--- config.mk ---
export PLATFORM = sky130hd
export DESIGN_NAME = intc_cascade
export DESIGN_NICKNAME = d
export VERILOG_FILES = /design/src/rtl/intc_pkg.sv /design/src/rtl/intc_mask_bank.sv /design/src/rtl/intc_unit.sv /design/src/rtl/intc_cascade.sv
export SDC_FILE = /design/constraint.sdc
export NUM_CORES = 1
export LEC_CHECK = 0
export BUFFER_PORTS_ARGS = -buffer_cell sky130_fd_sc_hd__buf_2
export CELL_PAD_IN_SITES_DETAIL_PLACEMENT = 1
export CELL_PAD_IN_SITES_GLOBAL_PLACEMENT = 2
export CORE_ASPECT_RATIO = 0.5
export CORE_UTILIZATION = 38
export CTS_CLUSTER_SIZE = 30
export DETAILED_ROUTE_END_ITERATION = 10
export GPL_TIMING_DRIVEN = 1
export PLACE_DENSITY_LB_ADDON = 0.1
export SLEW_MARGIN = 20
export SYNTH_ARGS = -nofsm -noshare
export SYNTH_HDL_FRONTEND = slang
export SYNTH_SLANG_ARGS = --single-unit
--- constraint.sdc ---
create_clock -name clk -period 3.9 [get_ports clk]
set_input_delay 0.585 -clock clk [delete_from_list [all_inputs] [get_ports clk]]
set_output_delay 0.585 -clock clk [all_outputs]
set_load 0.1 [all_outputs]
--- src/rtl/intc_pkg.sv ---
package intc_pkg;

    localparam int unsigned WORD_AW = 4;

    typedef enum logic [3:0] {
        OP_IRQ_STAT,
        OP_RAW,
        OP_IRQ_EN,
        OP_IRQ_EN_CLR,
        OP_SW_SET,
        OP_SW_CLR,
        OP_FIQ_STAT,
        OP_FIQ_RAW,
        OP_FIQ_EN,
        OP_FIQ_EN_CLR,
        OP_NONE
    } op_e;

    typedef struct packed {
        logic rd_ok;
        logic wr_ok;
        op_e  op;
    } dec_t;

    // Word index to operation; indices are part of the bus contract.
    function automatic dec_t decode_word(input logic [WORD_AW-1:0] w);
        dec_t d;
        d = '{rd_ok: 1'b0, wr_ok: 1'b0, op: OP_NONE};
        case (w)
            4'd0:  d = '{rd_ok: 1'b1, wr_ok: 1'b0, op: OP_IRQ_STAT};
            4'd1:  d = '{rd_ok: 1'b1, wr_ok: 1'b0, op: OP_RAW};
            4'd2:  d = '{rd_ok: 1'b1, wr_ok: 1'b1, op: OP_IRQ_EN};
            4'd3:  d = '{rd_ok: 1'b0, wr_ok: 1'b1, op: OP_IRQ_EN_CLR};
            4'd4:  d = '{rd_ok: 1'b1, wr_ok: 1'b1, op: OP_SW_SET};
            4'd5:  d = '{rd_ok: 1'b0, wr_ok: 1'b1, op: OP_SW_CLR};
            4'd8:  d = '{rd_ok: 1'b1, wr_ok: 1'b0, op: OP_FIQ_STAT};
            4'd9:  d = '{rd_ok: 1'b1, wr_ok: 1'b0, op: OP_FIQ_RAW};
            4'd10: d = '{rd_ok: 1'b1, wr_ok: 1'b1, op: OP_FIQ_EN};
            4'd11: d = '{rd_ok: 1'b0, wr_ok: 1'b1, op: OP_FIQ_EN_CLR};
            default: d = '{rd_ok: 1'b0, wr_ok: 1'b0, op: OP_NONE};
        endcase
        return d;
    endfunction

endpackage

--- src/rtl/intc_mask_bank.sv ---
module intc_mask_bank #(
    parameter int unsigned W = 32
) (
    input  logic         clk,
    input  logic         rst,
    input  logic         set_en,
    input  logic         clr_en,
    input  logic [W-1:0] bits,
    output logic [W-1:0] mask
);

    always_ff @(posedge clk) begin
        if (rst) begin
            mask <= '0;
        end else if (set_en) begin
            mask <= mask | bits;
        end else if (clr_en) begin
            mask <= mask & ~bits;
        end
    end

    AST_SET_KEEPS_BITS: assert property (@(posedge clk) disable iff (rst)
        set_en |=> ((mask & $past(bits)) == $past(bits))) else $error("set lost bits");
    AST_CLR_DROPS_BITS: assert property (@(posedge clk) disable iff (rst)
        (clr_en && !set_en) |=> ((mask & $past(bits)) == '0)) else $error("clear kept bits");
    AST_IDLE_HOLDS: assert property (@(posedge clk) disable iff (rst)
        (!set_en && !clr_en) |=> $stable(mask)) else $error("mask drifted");

endmodule

--- src/rtl/intc_unit.sv ---
module intc_unit
    import intc_pkg::*;
#(
    parameter int unsigned NSRC = 32
) (
    input  logic               clk,
    input  logic               rst,
    input  logic               acc_valid,
    input  logic               acc_write,
    input  logic [WORD_AW-1:0] acc_word,
    input  logic [NSRC-1:0]    acc_wdata,
    input  logic [NSRC-1:0]    src,
    output logic               rsp_valid,
    output logic               rsp_err,
    output logic [NSRC-1:0]    rsp_rdata,
    output logic               irq,
    output logic               fiq
);

    localparam int unsigned NMASK = 2;

    dec_t dec;
    logic wr_go;
    logic rd_go;
    logic sw_q;
    logic [NSRC-1:0] level;
    logic [NSRC-1:0] en_vec [NMASK];
    logic [NSRC-1:0] irq_en;
    logic [NSRC-1:0] fiq_en;
    logic [NSRC-1:0] rd_val;

    assign dec   = decode_word(acc_word);
    assign wr_go = acc_valid &  acc_write & dec.wr_ok;
    assign rd_go = acc_valid & ~acc_write & dec.rd_ok;

    // Software latch, acts only when data bit 0 is set.
    always_ff @(posedge clk) begin
        if (rst) begin
            sw_q <= 1'b0;
        end else if (wr_go && acc_wdata[0]) begin
            if (dec.op == OP_SW_SET) begin
                sw_q <= 1'b1;
            end else if (dec.op == OP_SW_CLR) begin
                sw_q <= 1'b0;
            end
        end
    end

    assign level = src | {{(NSRC-1){1'b0}}, sw_q};

    for (genvar g = 0; g < NMASK; g++) begin : g_mask
        localparam op_e SET_OP = (g == 0) ? OP_IRQ_EN     : OP_FIQ_EN;
        localparam op_e CLR_OP = (g == 0) ? OP_IRQ_EN_CLR : OP_FIQ_EN_CLR;
        intc_mask_bank #(.W(NSRC)) u_bank (
            .clk    (clk),
            .rst    (rst),
            .set_en (wr_go && (dec.op == SET_OP)),
            .clr_en (wr_go && (dec.op == CLR_OP)),
            .bits   (acc_wdata),
            .mask   (en_vec[g])
        );
    end

    assign irq_en = en_vec[0];
    assign fiq_en = en_vec[1];

    always_ff @(posedge clk) begin
        if (rst) begin
            irq <= 1'b0;
            fiq <= 1'b0;
        end else begin
            irq <= |(level & irq_en);
            fiq <= |(level & fiq_en);
        end
    end

    always_comb begin
        case (dec.op)
            OP_IRQ_STAT: rd_val = level & irq_en;
            OP_RAW:      rd_val = level;
            OP_IRQ_EN:   rd_val = irq_en;
            OP_SW_SET:   rd_val = {{(NSRC-1){1'b0}}, level[0]};
            OP_FIQ_STAT: rd_val = level & fiq_en;
            OP_FIQ_RAW:  rd_val = level;
            OP_FIQ_EN:   rd_val = fiq_en;
            default:     rd_val = '0;
        endcase
    end

    always_ff @(posedge clk) begin
        if (rst) begin
            rsp_valid <= 1'b0;
            rsp_err   <= 1'b0;
            rsp_rdata <= '0;
        end else begin
            rsp_valid <= acc_valid;
            rsp_err   <= acc_valid & (acc_write ? ~dec.wr_ok : ~dec.rd_ok);
            rsp_rdata <= rd_go ? rd_val : '0;
        end
    end

    AST_IRQ_FOLLOWS: assert property (@(posedge clk) disable iff (rst)
        !$past(rst) |-> (irq == |($past(level) & $past(irq_en)))) else $error("irq mismatch");
    AST_FIQ_FOLLOWS: assert property (@(posedge clk) disable iff (rst)
        !$past(rst) |-> (fiq == |($past(level) & $past(fiq_en)))) else $error("fiq mismatch");
    AST_SW_NEEDS_BIT0: assert property (@(posedge clk) disable iff (rst)
        (acc_valid && acc_write && !acc_wdata[0]) |=> $stable(sw_q)) else $error("latch moved");
    AST_STATUS_WRITE_INERT: assert property (@(posedge clk) disable iff (rst)
        (acc_valid && acc_write && !dec.wr_ok)
        |=> ($stable(irq_en) && $stable(fiq_en) && $stable(sw_q))) else $error("bad write acted");
    AST_BAD_READ_ZERO: assert property (@(posedge clk) disable iff (rst)
        (acc_valid && !acc_write && !dec.rd_ok) |=> (rsp_err && rsp_rdata == '0)) else $error("bad read");
    AST_RSP_NEXT: assert property (@(posedge clk) disable iff (rst)
        acc_valid |=> rsp_valid) else $error("no response");

endmodule

--- src/rtl/intc_cascade.sv ---
module intc_cascade
    import intc_pkg::*;
#(
    parameter int unsigned NSRC      = 32,
    parameter int unsigned CASC_LINE = 26
) (
    input  logic               clk,
    input  logic               rst,
    input  logic               req_valid,
    input  logic               req_write,
    input  logic               req_bank,
    input  logic [WORD_AW-1:0] req_word,
    input  logic [NSRC-1:0]    req_wdata,
    output logic               rsp_valid,
    output logic               rsp_err,
    output logic [NSRC-1:0]    rsp_rdata,
    input  logic [NSRC-1:0]    pri_src,
    input  logic [NSRC-1:0]    sec_src,
    output logic               irq_o,
    output logic               fiq_o,
    output logic               sec_fiq_o
);

    localparam int unsigned NUNIT = 2;

    logic [NSRC-1:0]  u_src   [NUNIT];
    logic [NSRC-1:0]  u_rdata [NUNIT];
    logic [NUNIT-1:0] u_rv;
    logic [NUNIT-1:0] u_re;
    logic [NUNIT-1:0] u_irq;
    logic [NUNIT-1:0] u_fiq;

    // Secondary normal request joins the primary on the cascade line.
    assign u_src[0] = pri_src | ({{(NSRC-1){1'b0}}, u_irq[1]} << CASC_LINE);
    assign u_src[1] = sec_src;

    for (genvar g = 0; g < NUNIT; g++) begin : g_unit
        localparam logic BANK = 1'(g);
        intc_unit #(.NSRC(NSRC)) u_unit (
            .clk       (clk),
            .rst       (rst),
            .acc_valid (req_valid && (req_bank == BANK)),
            .acc_write (req_write),
            .acc_word  (req_word),
            .acc_wdata (req_wdata),
            .src       (u_src[g]),
            .rsp_valid (u_rv[g]),
            .rsp_err   (u_re[g]),
            .rsp_rdata (u_rdata[g]),
            .irq       (u_irq[g]),
            .fiq       (u_fiq[g])
        );
    end

    always_comb begin
        rsp_valid = 1'b0;
        rsp_err   = 1'b0;
        rsp_rdata = '0;
        for (int i = 0; i < NUNIT; i++) begin
            rsp_valid = rsp_valid | u_rv[i];
            rsp_err   = rsp_err   | u_re[i];
            rsp_rdata = rsp_rdata | u_rdata[i];
        end
    end

    assign irq_o     = u_irq[0];
    assign fiq_o     = u_fiq[0];
    assign sec_fiq_o = u_fiq[1];

    AST_ONE_RESPONDER: assert property (@(posedge clk) disable iff (rst)
        $onehot0(u_rv)) else $error("two responders");
    AST_IDLE_NO_RSP: assert property (@(posedge clk) disable iff (rst)
        !req_valid |=> !rsp_valid) else $error("spurious response");
    AST_ERR_IN_RSP: assert property (@(posedge clk) disable iff (rst)
        rsp_err |-> rsp_valid) else $error("error without response");

endmodule

== After elaboration in Yosys (flattened, before gate mapping) ==
Memory sizes are Yosys's and may differ from the RTL's.
Index checks and enable logic that the tools add are counted.

* Bits in registers: 202
* Bits in read-only memories: 192
* Input bits: 105
* Output and inout port bits: 37
* Logic and storage cells: 119
* Memories kept: 2

* Equal/unequal tests: 18
* Mux-type cells: 16
* Bitwise gates (word level): 37
* Reduce and logical (&&, ||, !) cells: 30

{| class="wikitable"
|+ Memory list
! name !! words !! bits a word !! rd ports !! clocked after Yosys merged registers in !! write ports !! RTL line !! text
|-
| (no name shown) || 16 || 6 || 1 || 0 || 0 || intc_pkg.sv:29 || <nowiki>case (w)</nowiki>
|-
| (no name shown) || 16 || 6 || 1 || 0 || 0 || intc_pkg.sv:29 ||
|}

{| class="wikitable"
|+ Operators by type and width
! kind !! number
|-
| $pmux 32 s6 || 2
|-
| $and 32x32->32 || 8
|-
| $mux 32 || 8
|-
| $or 32x32->32 || 5
|-
| $reduce_or 32->1 || 4
|-
| $or 32x1->32 || 2
|-
| $eq 4x3->1 const B || 8
|-
| $not 32->32 || 1
|-
| $or 32x27->32 || 1
|-
| $eq 4x2->1 const B || 4
|-
| $eq 4x4->1 const B || 4
|-
| $logic_and 1x1->1 || 12
|-
| $reduce_bool 2->1 || 6
|-
| $and 1x1->1 || 10
|-
| $eq 4x1->1 const B || 2
|-
| $logic_not 4->1 || 2
|-
| $not 1->1 || 8
|-
| $reduce_or 2->1 || 4
|-
| $mux 1 || 6
|-
| $reduce_and 2->1 || 2
|-
| $or 1x1->1 || 2
|}

== Longest topological paths before layout ==
* Word-level depth: 7
* Mapped depth: 10

== Modules after synthesis ==
From an unflattened synthesis, not the netlist that was laid out.

* Cells, all modules: 1,359
* Area, all modules: 11,511.0 µm²

{| class="wikitable"
|+ By module, submodules not included
! module !! instances !! cells each !! area an instance (µm²)
|-
| intc_unit (g_unit[0].u_unit) || 1 || 387 || 2,837.7
|-
| intc_mask_bank (g_unit[0].u_unit.g_mask[0].u_bank ...) || 2 || 137 || 1,413.9
|-
| intc_mask_bank (g_unit[1].u_unit.g_mask[0].u_bank ...) || 2 || 137 || 1,410.1
|-
| intc_unit (g_unit[1].u_unit) || 1 || 387 || 2,790.2
|-
| intc_cascade || 1 || 37 || 235.2
|}

== Worst setup path before layout ==
Ideal clock, no wire load.

* Path type: input -> register
* Start point: in req_word[1]
* End point: reg (tool-made name)
* Data arrival time: 2,182 ps
* Required time: 3,772 ps
* Slack: 1,590 ps
* Cell stages on the path: 8
* Path buffers: 1
* Path through: inv_1 > ha_1 > or3_4 > and2_4 > buf_6 > or4_1 > a22oi_1 > nor2_1

{| class="wikitable"
|+ RTL lines
! element !! RTL line !! text
|-
| from (decl) || intc_cascade.sv:12 || <nowiki>input logic [WORD_AW-1:0] req_word,</nowiki>
|}

== Worst setup path in the final report ==
* Start point: in req_word[1]
* End point: reg g_unit[1].u_unit.rsp_rdata[20]

* Longest elaborated chain between the ends: 4
* Elaborated cells on any way between the ends: 13

{| class="wikitable"
|+ Ends and longest elaborated chain
! element !! RTL line !! text
|-
| $mem_v2 16x6 * || - ||
|-
| $eq 4x1->1 (tied with other cells) || intc_unit.sv:78 || <nowiki>case (dec.op)</nowiki>
|-
| $reduce_or 2->1 (no source line) or $not 1->1 (tied branches) || - ||
|-
| $pmux 32 s6 or $reduce_or 2->1 (tied branches) || - ||
|-
| to (signal assigned) || intc_unit.sv:98 || <nowiki>rsp_rdata <= rd_go ? rd_val : '0;</nowiki>
|-
| to (decl) || intc_unit.sv:15 || <nowiki>output logic [NSRC-1:0] rsp_rdata,</nowiki>
|}

Every way passes the cells marked *; elsewhere a longest branch is shown, timed or not.
A chain may end at the register's enable or synchronous reset.

==> impl_summary.md <==
Timing
The number of endpoints with negative hold slack in the final report is 0. The max-slew violation count is 0. The worst relative slew slack is 36.90%. Based on the critical path, the design can be clocked at up to 356.7 MHz. The minimum period implied by the final worst setup slack is 2.803 ns. Setup violations remaining at the end of the flow were counted as 0. The minimum setup slack in the final design is 1.097 ns. The final worst-path cycle share is 71.88%. The setup clock skew after layout is 0.01327 ns.

Setup repair after global routing left no endpoint under its margin. For the pin with the worst max-slew slack, the measured transition is 0.9466 ns. The sum of negative setup slack is 0 ns.

Routing
The via count is 10.19k. The total length of routed wires is 45,070 µm. The detailed-routing iteration count for the pre-antenna-repair pass is 5. For this block, the initial DRC count from the detailed router was 1,105.

The remaining antenna violation count is 0. The detailed-route DRC error count is 0. In the final routed layout, each cell accounts on average for 27.73 µm. Dividing the detail-routed via count by the number of cells gives 6.272.

Placed design
At the end of routability-driven placement, the weighted congestion stood at 0.8888. After detailed placement, the design holds a cell count of 1,592. In this run the cell area measured after placement is 11,080 µm². Input and output buffers added on the ports amount to 141.

The setup slack at placement is 0.6412 ns. The HPWL after detailed placement is 32,380 µm.

Worst setup path
The critical path's slowest cell is and2_2. At the worst endpoint, the arrival time is 3.24 ns. The cell class contributing the biggest share of worst-path delay is buffers and inverters. Of all nets on the critical path, the largest fanout is 27.

STA classifies the critical path endpoint as a flip-flop. The type of the setup path with the least slack is input pin to flip-flop. The worst setup path is launched from an input pin.

Together, buffers and inverters on the worst path number 3. Traced cell by cell, the critical path runs through buf_2 -> inv_1 -> ha_1 -> and2_1 -> o32ai_4 -> and2_2 -> buf_4 -> o21ai_0 -> a31oi_1. For this run, the slowest stage of the critical path takes 0.56 ns. The data required time of the worst path is 4.33 ns.

Final layout
Of the cells placed in the final design, the portion with a size suffix greater than 1 is 24.98%. After routing the design area is 11,740 µm². The number of diodes added for antenna fixing is 0. After the flow finishes, the layout carries non-filler instances totaling 1,625. The number of nets in the finished design is 1,382. The post-synthesis to final-layout area growth is 16.75%.

Pwr
VDD sags by at most 0.2728 mV. The fraction of power consumed by sequential logic is 45.6%. Of the total power, the share spent switching nets is 27.05%. For this design the static power due to leakage is 4.398 nW. The switching power total is 0.001233 W.

Of the total power, combinational logic draws 9.8%. The power density over cell area is 388.4 nW/µm². The clock network fraction of total power is 44.6%. Internal power comes to 0.003327 W.

The total power draw is 0.004560 W.

CTS
The count of hold-fix buffers inserted at cts is 0. For the worst-skew pair, the clock arrives at the later sink with an insertion delay of 0.52 ns. The register clock-pin slew on the reported worst setup and hold paths is 0.07 ns.

The number of clock buffers inserted by TritonCTS is 21. After clock tree synthesis, the setup repair step added 0 buffers. The maximum clock path buffer count is 3.

The number of sinks on the clock net is 202. The quantity of gates resized following cts is 0. The root buffer cell chosen for the clock tree is clkbuf_16. TritonCTS built the clock tree. The number of H-tree levels is 1.

Synthesis
Counting flops with an async set or reset pin after synthesis yields a share of 0%. The number of storage elements in the synthesis netlist is 202. After synthesis the cells add up to 10,060 µm². Summing the sequential cell areas from Yosys gives 40.21% of the chip area. For this run, the number of Yosys warnings is 0. The number of nets in the synthesized netlist is 1,274. Yosys mapped a number of flops with a built-in enable equal to 0. Averaged over all synthesized cells, the footprint is 8.648 µm². The cell count after synthesis is 1,163.

The most common flop cell mapped by yosys is dfxtp_1. Counting distinct cell types in the post-synthesis netlist gives 58.

Status
The run finished with clean final reports.

Floorplan
The placeable core region is 25,600 µm². The die width is 232.1 µm. In this run the vertical extent of the chip is 117.0 µm. The I/O pin count is 142. The overall die area is 27,160 µm². The effective utilization at floorplan is 39.29%.

After floorplanning, the core was divided into 41 placement rows.

Global routing
The total congestion overflow is 0. The initial antenna violation count is 1. The via count of the first global-routing pass came to 9,618. The first-pass GRT wire length is 65,340 µm.

Entering global routing, the biggest net connects 66 pins. Global routing consumed, over all layers together, 33.16% of the routing resources.

Min path
In this run the worst hold path is classified as input pin to flip-flop.

Run
Across the run, the number of max-cap violations was 0.
worst paths after layout:
kind / slack (ns) / to / depth (start not counted) / start
max reg2reg: 2.03 / g_unit[1].u_unit.irq / 5 / flip-flop
min reg2reg: 0.49 / flip-flop / 2 / flip-flop
max: 1.10 / g_unit[1].u_unit.rsp_rdata[20] / 9 / req_word[1]
min: 0.37 / flip-flop / 3 / req_wdata[0]
metal layers:
layer / up-vias / GRT usage, % / wire [µm]
li1: 4527 / - / -
met1: 5143 / 48.49 / 21090
met2: 467 / 48.36 / 18580
met3: 55 / 8.648 / 4455
met4: 0 / 7.325 / 938
met5: - / 0 / 0
synth_stat cells (all sizes together), types with 11 or more instances:
cell | count | share of area [%]
a21bo | 58 | 5.8
a21oi | 82 | 4.1
a221oi | 11 | 1.0
a222oi | 15 | 1.5
a22o | 15 | 1.3
a22oi | 42 | 3.1
a31oi | 52 | 3.2
a32o | 31 | 3.1
and2 | 65 | 4.1
buf | 47 | 2.8
clkbuf | 37 | 1.4
dfxtp | 202 | 40
mux2i | 33 | 3.3
nand2 | 211 | 7.9
nand4 | 13 | 0.81
nor2 | 13 | 0.51
nor3 | 11 | 0.65
nor3b | 16 | 1.3
o211ai | 50 | 3.8
o21ai | 74 | 3.8
or2 | 36 | 2.2
layout make-up:
class,instances,area (µm²)
fill,3066,13860
multi-input combinational,869,5623
sequential,202,4044
timing repair buffer,169,953.4
clock buffer,30,609.3
tap,344,430.4
clock inverter,3,51.30
inverter,8,30.03
power by group through the flow:
stage	sequential, W	clock, W	combinational [W]
after detailed placement	0.00212	0	0.000433
after global placement	0.00212	0	0.000429
after floorplan	0.00213	0	0.000182
after global routing	0.00208	0.00215	0.000462
final	0.00208	0.00204	0.000446
after CTS	0.00208	0.00206	0.000434
cells by family (layout without fill, tap and decap cells):
| group | count (synthesis) | in the layout | share of synthesized area [%] |
|---|---|---|---|
| compound gates | 442 | 442 | 31.85 |
| simple gates | 386 | 386 | 19.20 |
| flops | 202 | 202 | 40.21 |
| buf+inv | 92 | 210 | 4.479 |
| mux | 34 | 34 | 3.434 |
| fa+ha+maj | 6 | 6 | 0.7464 |
| xor+xnor | 1 | 1 | 0.08710 |
cell usage in the layout (no fill, tap or decap), types with 4 or more instances in the layout:
cell type / instances
clkbuf_1: 4
buf_4: 25
nor2_1: 10
o211ai_1: 49
a21oi_1: 82
a31oi_1: 52
clkbuf_8: 5
mux2i_1: 33
buf_2: 141
ha_1: 6
and2_1: 62
nand2_1: 210
nor3b_1: 14
a22o_1: 15
o21ai_1: 13
a222oi_1: 15
inv_1: 7
o21ai_0: 57
or2_2: 36
clkbuf_16: 21
a21bo_2: 58
a32o_1: 31
nand3_1: 4
a221oi_1: 10
nand4_1: 13
a22oi_1: 41
nor3_1: 8
dfxtp_1: 202
o21ai_2: 4
metrics by stage:
stage / utilization (%) / hold slack [ns]
6_report: 45.87 / 0.3651
5_1_grt: 45.87 / 0.3808
4_1_cts: 45.87 / 0.3544
3_5_place_dp: 43.29 / 0.4773
3_3_place_gp: 43.29 / 0.4607
2_1_floorplan: - / 0.4447
tightest hold or removal path, delay by kind of cell:
family          cells  cell delay [ns]
buf+inv             1             0.12
compound gates      1             0.06
simple gates        1             0.06
No activity file was read; power rests on OpenSTA's default activity.
